<file path="config.mk">
export PLATFORM = sky130hd
export DESIGN_NAME = modem_status_reg
export DESIGN_NICKNAME = d
export VERILOG_FILES = /design/src/rtl/msr_pkg.sv /design/src/rtl/msr_input_sync.sv /design/src/rtl/msr_change_det.sv /design/src/rtl/msr_flag_bank.sv /design/src/rtl/modem_status_reg.sv
export SDC_FILE = /design/constraint.sdc
export NUM_CORES = 1
export LEC_CHECK = 0
export CAP_MARGIN = 20
export CELL_PAD_IN_SITES_DETAIL_PLACEMENT = 0
export CELL_PAD_IN_SITES_GLOBAL_PLACEMENT = 1
export CORE_ASPECT_RATIO = 0.9
export CORE_MARGIN = 3
export CORE_UTILIZATION = 32
export DETAILED_ROUTE_END_ITERATION = 10
export PLACE_DENSITY = 0.76
export REMOVE_ABC_BUFFERS = 1
export SYNTH_ARGS = -nofsm -noshare
export SYNTH_HDL_FRONTEND = slang
export SYNTH_HIERARCHICAL = 1
export SYNTH_SLANG_ARGS = --single-unit
</file>
<file path="constraint.sdc">
create_clock -name clk -period 1.37 [get_ports clk]
set_clock_uncertainty 0.05 [all_clocks]
set_input_delay 0.274 -clock clk [delete_from_list [all_inputs] [get_ports clk]]
set_output_delay 0.274 -clock clk [all_outputs]
set_load 0.01 [all_outputs]
</file>
<file path="src/rtl/msr_pkg.sv">
package msr_pkg;

   localparam int NUM_LINES = 4;

   // Line index inside the level and flag nibbles
   localparam int IDX_CTS = 0;
   localparam int IDX_DSR = 1;
   localparam int IDX_RI  = 2;
   localparam int IDX_CD  = 3;

   // Control register bit positions used in loopback
   localparam int CTL_DTR = 0;
   localparam int CTL_RTS = 1;
   localparam int CTL_OP1 = 2;
   localparam int CTL_OP2 = 3;

   typedef logic [NUM_LINES-1:0] line_vec_t;

   // Ring flag reports only the level falling (pin rising)
   localparam line_vec_t FALL_ONLY_MASK = line_vec_t'(1) << IDX_RI;

   function automatic line_vec_t loop_map(input line_vec_t ctl);
      line_vec_t v;
      v[IDX_CD]  = ctl[CTL_OP2];
      v[IDX_RI]  = ctl[CTL_OP1];
      v[IDX_DSR] = ctl[CTL_DTR];
      v[IDX_CTS] = ctl[CTL_RTS];
      return v;
   endfunction

endpackage

</file>
<file path="src/rtl/msr_input_sync.sv">
module msr_input_sync #(
   parameter int          W       = 4,
   parameter int          STAGES  = 2,
   parameter logic [W-1:0] RST_VAL = '1
) (
   input  logic         clk,
   input  logic         rst,
   input  logic [W-1:0] d,
   output logic [W-1:0] q
);

   generate
      if (STAGES < 2) begin : g_bad_stages
         $error("msr_input_sync: STAGES must be at least 2");
      end
      if (W < 1) begin : g_bad_width
         $error("msr_input_sync: W must be positive");
      end
   endgenerate

   logic [W-1:0] stg [STAGES];

   always_ff @(posedge clk) begin
      if (rst) begin
         for (int s = 0; s < STAGES; s++) stg[s] <= RST_VAL;
      end else begin
         stg[0] <= d;
         for (int s = 1; s < STAGES; s++) stg[s] <= stg[s-1];
      end
   end

   assign q = stg[STAGES-1];

endmodule

</file>
<file path="src/rtl/msr_change_det.sv">
module msr_change_det #(
   parameter int           W         = 4,
   parameter logic [W-1:0] FALL_ONLY = '0,
   parameter int           WARMUP    = 3
) (
   input  logic         clk,
   input  logic         rst,
   input  logic [W-1:0] line,
   output logic [W-1:0] det,
   output logic         warm
);

   localparam int CW = $clog2(WARMUP + 1) < 1 ? 1 : $clog2(WARMUP + 1);

   generate
      if (WARMUP < 1) begin : g_bad_warmup
         $error("msr_change_det: WARMUP must be at least 1");
      end
   endgenerate

   logic [CW-1:0] warm_cnt;
   logic [W-1:0]  prev;

   always_ff @(posedge clk) begin
      if (rst) begin
         warm_cnt <= '0;
         prev     <= '0;
      end else begin
         prev <= line;
         if (warm_cnt != CW'(WARMUP)) warm_cnt <= warm_cnt + 1'b1;
      end
   end

   assign warm = (warm_cnt == CW'(WARMUP));

   generate
      for (genvar i = 0; i < W; i++) begin : g_line
         if (FALL_ONLY[i]) begin : g_fall
            assign det[i] = warm & prev[i] & ~line[i];
         end else begin : g_any
            assign det[i] = warm & (prev[i] ^ line[i]);
         end
      end
   endgenerate

endmodule

</file>
<file path="src/rtl/msr_flag_bank.sv">
module msr_flag_bank #(
   parameter int W = 4
) (
   input  logic         clk,
   input  logic         rst,
   input  logic [W-1:0] det,
   input  logic         rd_stb,
   output logic [W-1:0] flags,
   output logic         irq
);

   always_ff @(posedge clk) begin
      if (rst)         flags <= '0;
      else if (rd_stb) flags <= det;
      else             flags <= flags | det;
   end

   assign irq = |flags;

   // without a read no set flag drops
   assert_flags_sticky_R5: assert property (@(posedge clk) disable iff (rst)
      !rd_stb |=> (($past(flags) & ~flags) == '0));

   // a read with no new event leaves all flags clear
   assert_read_clears_R6: assert property (@(posedge clk) disable iff (rst)
      (rd_stb && det == '0) |=> (flags == '0));

   // an event coinciding with a read survives the clear
   assert_read_keeps_event_R7: assert property (@(posedge clk) disable iff (rst)
      (rd_stb && det != '0) |=> ((flags & $past(det)) == $past(det)));

endmodule

</file>
<file path="src/rtl/modem_status_reg.sv">
module modem_status_reg #(
   parameter int SYNC_STAGES = 2
) (
   input  logic       clk,
   input  logic       rst,
   input  logic       cd_n,
   input  logic       ri_n,
   input  logic       dsr_n,
   input  logic       cts_n,
   input  logic       loopback_en,
   input  logic [3:0] ctl_bits,
   input  logic       rd_stb,
   output logic [7:0] status_q,
   output logic       irq
);
   import msr_pkg::*;

   localparam int WARMUP = SYNC_STAGES + 1;

   line_vec_t pin_raw, pin_sync, line, det, flags;
   logic      warm;

   always_comb begin
      pin_raw          = '1;
      pin_raw[IDX_CD]  = cd_n;
      pin_raw[IDX_RI]  = ri_n;
      pin_raw[IDX_DSR] = dsr_n;
      pin_raw[IDX_CTS] = cts_n;
   end

   msr_input_sync #(
      .W       (NUM_LINES),
      .STAGES  (SYNC_STAGES),
      .RST_VAL ('1)
   ) sync_i (
      .clk (clk),
      .rst (rst),
      .d   (pin_raw),
      .q   (pin_sync)
   );

   assign line = loopback_en ? loop_map(ctl_bits) : ~pin_sync;

   msr_change_det #(
      .W         (NUM_LINES),
      .FALL_ONLY (FALL_ONLY_MASK),
      .WARMUP    (WARMUP)
   ) det_i (
      .clk  (clk),
      .rst  (rst),
      .line (line),
      .det  (det),
      .warm (warm)
   );

   msr_flag_bank #(
      .W (NUM_LINES)
   ) flags_i (
      .clk    (clk),
      .rst    (rst),
      .det    (det),
      .rd_stb (rd_stb),
      .flags  (flags),
      .irq    (irq)
   );

   assign status_q = {line, flags};

   // any detected event raises the interrupt on the next edge
   assert_event_raises_irq_R8: assert property (@(posedge clk) disable iff (rst)
      (det != '0) |=> irq);

   // a clean read drops the interrupt
   assert_clean_read_drops_irq_R8: assert property (@(posedge clk) disable iff (rst)
      (rd_stb && det == '0) |=> !irq);

   // the ring level rising never sets the ring flag
   assert_ring_rise_silent_R4: assert property (@(posedge clk) disable iff (rst)
      ($rose(status_q[4+IDX_RI]) && !status_q[IDX_RI]) |=> !status_q[IDX_RI]);

   // toggling the terminal-ready control bit in loopback sets the DSR flag
   assert_loop_dsr_flag_R9: assert property (@(posedge clk) disable iff (rst)
      (warm && loopback_en && $past(loopback_en)
       && ctl_bits[CTL_DTR] != $past(ctl_bits[CTL_DTR])) |=> status_q[IDX_DSR]);

   // reset leaves no flag and no interrupt
   assert_reset_clears_R10: assert property (@(posedge clk)
      rst |=> (status_q[3:0] == 4'h0 && !irq));

endmodule

</file>
==> results_dict.tcl <==
set metrics [dict create \
    detailedPlacementHpwl_um 869.1 \
    insertedDiodeCount 0 \
    timing.final.crit_share 1.150 \
    critical_path.cell_chain "or4_1 > buf_2" \
    setup_viol_count_final 1 \
    clk_pin_slew_worst_paths_ns 0.10 \
    first_global_vias 516 \
    floorplan.die_area_mm2 0.002691 \
    post_synth_design_cell_area_um2 673.1 \
    cp-end-kind "output port" \
    timing.final.hold_violations 0 \
    ant_nets 0 \
    critical_path_fanouts_max 2 \
    buffer_cell_driving_the_clock_tree_root "sky130_fd_sc_hd__clkbuf_4" \
    area_growth_syn_to_layout_pct 43.87 \
    grt_usage 0.1050 \
    synth_sequential_area_ratio 0.5353 \
    grt_antenna_before_repair 0 \
    startpoint_type "flop" \
    route.detailed.vias_per_inst 4.163 \
    postCtsSetupBuffers 0 \
    violated_checks "negative setup slack" \
    drtIter0Drc 4 \
    cellPowerDensity_mw_per_mm2 1020 \
    die-width_um 54.35 \
    globalRoute.totalOverflow 0 \
    globalplace.congestion 0.6634 \
    synth.lib_cells_used.distinct 16 \
    critical_path.slowest_cell "sky130_fd_sc_hd__or4_1" \
    finalCoreUtilization 0.4962 \
    adder_cell_share_of_the_synthesized_area 0.03717 \
    ioPinCount 21 \
    drt-pass1-iter-count 3 \
    max-vdd-ir-drop_mv 0.5427 \
    wl_um 1125 \
    cell_area_placed_um2 949.7 \
    coreArea_mm2 0.001952 \
    synth-simple-area-share 0.2342 \
    yosys_warnings 6 \
    min-delay-path-class "flop to flop" \
    cts_tree "built" \
    nFillCells 203 \
    port-buffer-count 20 \
    drive_above_1_share 0.2653 \
    rsz_0062_raised_after_global_routing "yes" \
    worst_ep_arrival_time_ns 1.25 \
    post-route-min-period_ns 1.575 \
    muxShareOfSynthArea 0.01487 \
    crit_buf_inv 1 \
    fin_tns_setup_ns -0.2053 \
    power.leakage_nw 0.4519 \
    largest_family_of_logic_cells_by_synthesized_area "simple AND/OR/NAND/NOR gates" \
    postSynthAreaPerCell_um2 9.756 \
    avgRoutedWirePerCell_um 9.146 \
    cpLargestDelayFamily "simple AND/OR/NAND/NOR gates" \
    worst-endpoint-required_ns 1.05 \
    outcome "complete, but fails checks" \
    p_total_mw 0.9876 \
    cts.htree.levels 1 \
    criticalPathCategory "flop to output port" \
    fin_hold_ws_ns 0.3632 \
    synthXorXnorAreaFrac 0.05204 \
    numClockSinks 18 \
    vias 512 \
    cts-root-to-sink-buffers 2 \
    max-cap-violations 0 \
    synth.ff_latch_count 18 \
    grt_start_max_net_pins 12 \
    nNetsFinal 114 \
    wire_length_of_the_first_global_routing_pass_um 2076 \
    final.setup.worst_slack_ns -0.2053 \
    synth-compound-area-share 0.05948 \
    finalMaxSlewViolations 0 \
    std_cell_rows 15 \
    cpPeakStageDelay_ns 0.50 \
    cells_after_synth 69 \
    max-slew-margin-rel 0.8053 \
    clk_latency_ns 0.28 \
    chipHeight_um 49.51 \
    start_util 0.3449 \
    post-route-drc-count 0 \
    design_area_um2 968.4 \
    tightest_slew_ns 0.2912 \
    cts-buffers-inserted 3 \
    fmax_mhz 634.8 \
]
power by group:
part           switching (mW)  internal, mW  leakage [nW]  total, mW
clock                   0.150         0.102        0.0138      0.252
combinational          0.0651        0.0951         0.288      0.160
sequential             0.0181         0.557         0.150      0.575
sequential cells by signal (all words and copies together) (netlist names):
name / flops
sync_i/stg: 8
det_i/warm_cnt: 2
det_i/prev: 4
flags_i/flags: 4
layout make-up:
cell class	count	area [µm²]	area share
sequential	18	364.1	0.3760
multi-input combinational	43	282.8	0.2920
timing repair buffer	30	252.7	0.2610
tap	25	31.28	0.03230
clock buffer	3	22.52	0.02326
inverter	4	15.01	0.01550
Yosys cell counts:
cell type,count,area share
sky130_fd_sc_hd__buf_4,4,0.045
sky130_fd_sc_hd__xor2_1,4,0.052
sky130_fd_sc_hd__dfxtp_1,18,0.54
sky130_fd_sc_hd__or2b_1,1,0.011
sky130_fd_sc_hd__inv_1,4,0.022
sky130_fd_sc_hd__a21oi_1,4,0.030
sky130_fd_sc_hd__nor2b_1,4,0.037
sky130_fd_sc_hd__or4_1,1,0.011
sky130_fd_sc_hd__nand2_1,5,0.028
sky130_fd_sc_hd__o21ai_0,4,0.030
sky130_fd_sc_hd__nand2b_1,3,0.028
sky130_fd_sc_hd__nor2_1,3,0.017
sky130_fd_sc_hd__and2_1,3,0.028
sky130_fd_sc_hd__or2_1,8,0.074
sky130_fd_sc_hd__mux2i_1,1,0.015
sky130_fd_sc_hd__ha_1,2,0.037
worst register-to-register path: stages, from the launching register on:
cell                      delay, ns
sky130_fd_sc_hd__dfxtp_1       0.33
sky130_fd_sc_hd__o21ai_2       0.16
sky130_fd_sc_hd__buf_4         0.13
sky130_fd_sc_hd__xor2_1        0.11
sky130_fd_sc_hd__and2_1        0.13
sky130_fd_sc_hd__inv_1         0.03
sky130_fd_sc_hd__a21oi_1       0.10
metrics by stage:
step	instances	setup WS (ns)
after floorplan	65	0.1461
after global placement	120	-0.6174
after detailed placement	120	-0.6237
after CTS	123	-0.2137
after global routing	123	-0.2720
final	123	-0.2053
metal layers:
layer  vias to the layer above  track usage  wire [µm]
met1                       225       0.1149        473
met4                         0      0.04979          0
li1                        272            -          -
met2                        15       0.1733        562
met5                         -            0          0
met3                         0      0.03927         89
kinds of logic (layout without fill, tap and decap cells):
| logic type | Yosys count | in the layout |
|---|---|---|
| fa+ha+maj | 2 | 2 |
| buf+inv | 8 | 37 |
| mux | 1 | 1 |
| flops | 18 | 18 |
| simple gates | 28 | 28 |
| compound gates | 8 | 8 |
| xor+xnor | 4 | 4 |
placed cells by master, fill, tap and decap left out, drive strengths merged:
cell | netlist | routed
dfxtp | 18 | 18
or2 | 8 | 8
clkbuf | 0 | 4
ha | 2 | 2
a21oi | 4 | 4
o21ai | 4 | 4
nand2b | 3 | 3
nor2b | 4 | 4
inv | 4 | 4
and2 | 3 | 3
or2b | 1 | 1
or4 | 1 | 1
xor2 | 4 | 4
clkdlybuf4s15 | 0 | 4
dlymetal6s2s | 0 | 3
clkdlybuf4s50 | 0 | 7
nand2 | 5 | 5
nor2 | 3 | 3
buf | 4 | 15
mux2i | 1 | 1
path summary, 6_finish.rpt:
kind / from / endpoint / slack (ns) / cells after the start
hold reg to reg: sync_i/stg[0][1] / sync_i/stg[0][5] / 0.36 / 1
setup reg to reg: sync_i/stg[0][5] / flags_i/flags[1] / 0.27 / 6
hold / removal: sync_i/stg[0][1] / sync_i/stg[0][5] / 0.36 / 1
setup / recovery: flags_i/flags[2] / irq / -0.21 / 2
timing repair:
item | CTS | global route
resized for setup | 34 | 11
setup endpoints to repair | 12 | 10
pin swaps | 1 | 1
hold buffers | 0 | 0
Power figures use the tool's default switching activity.
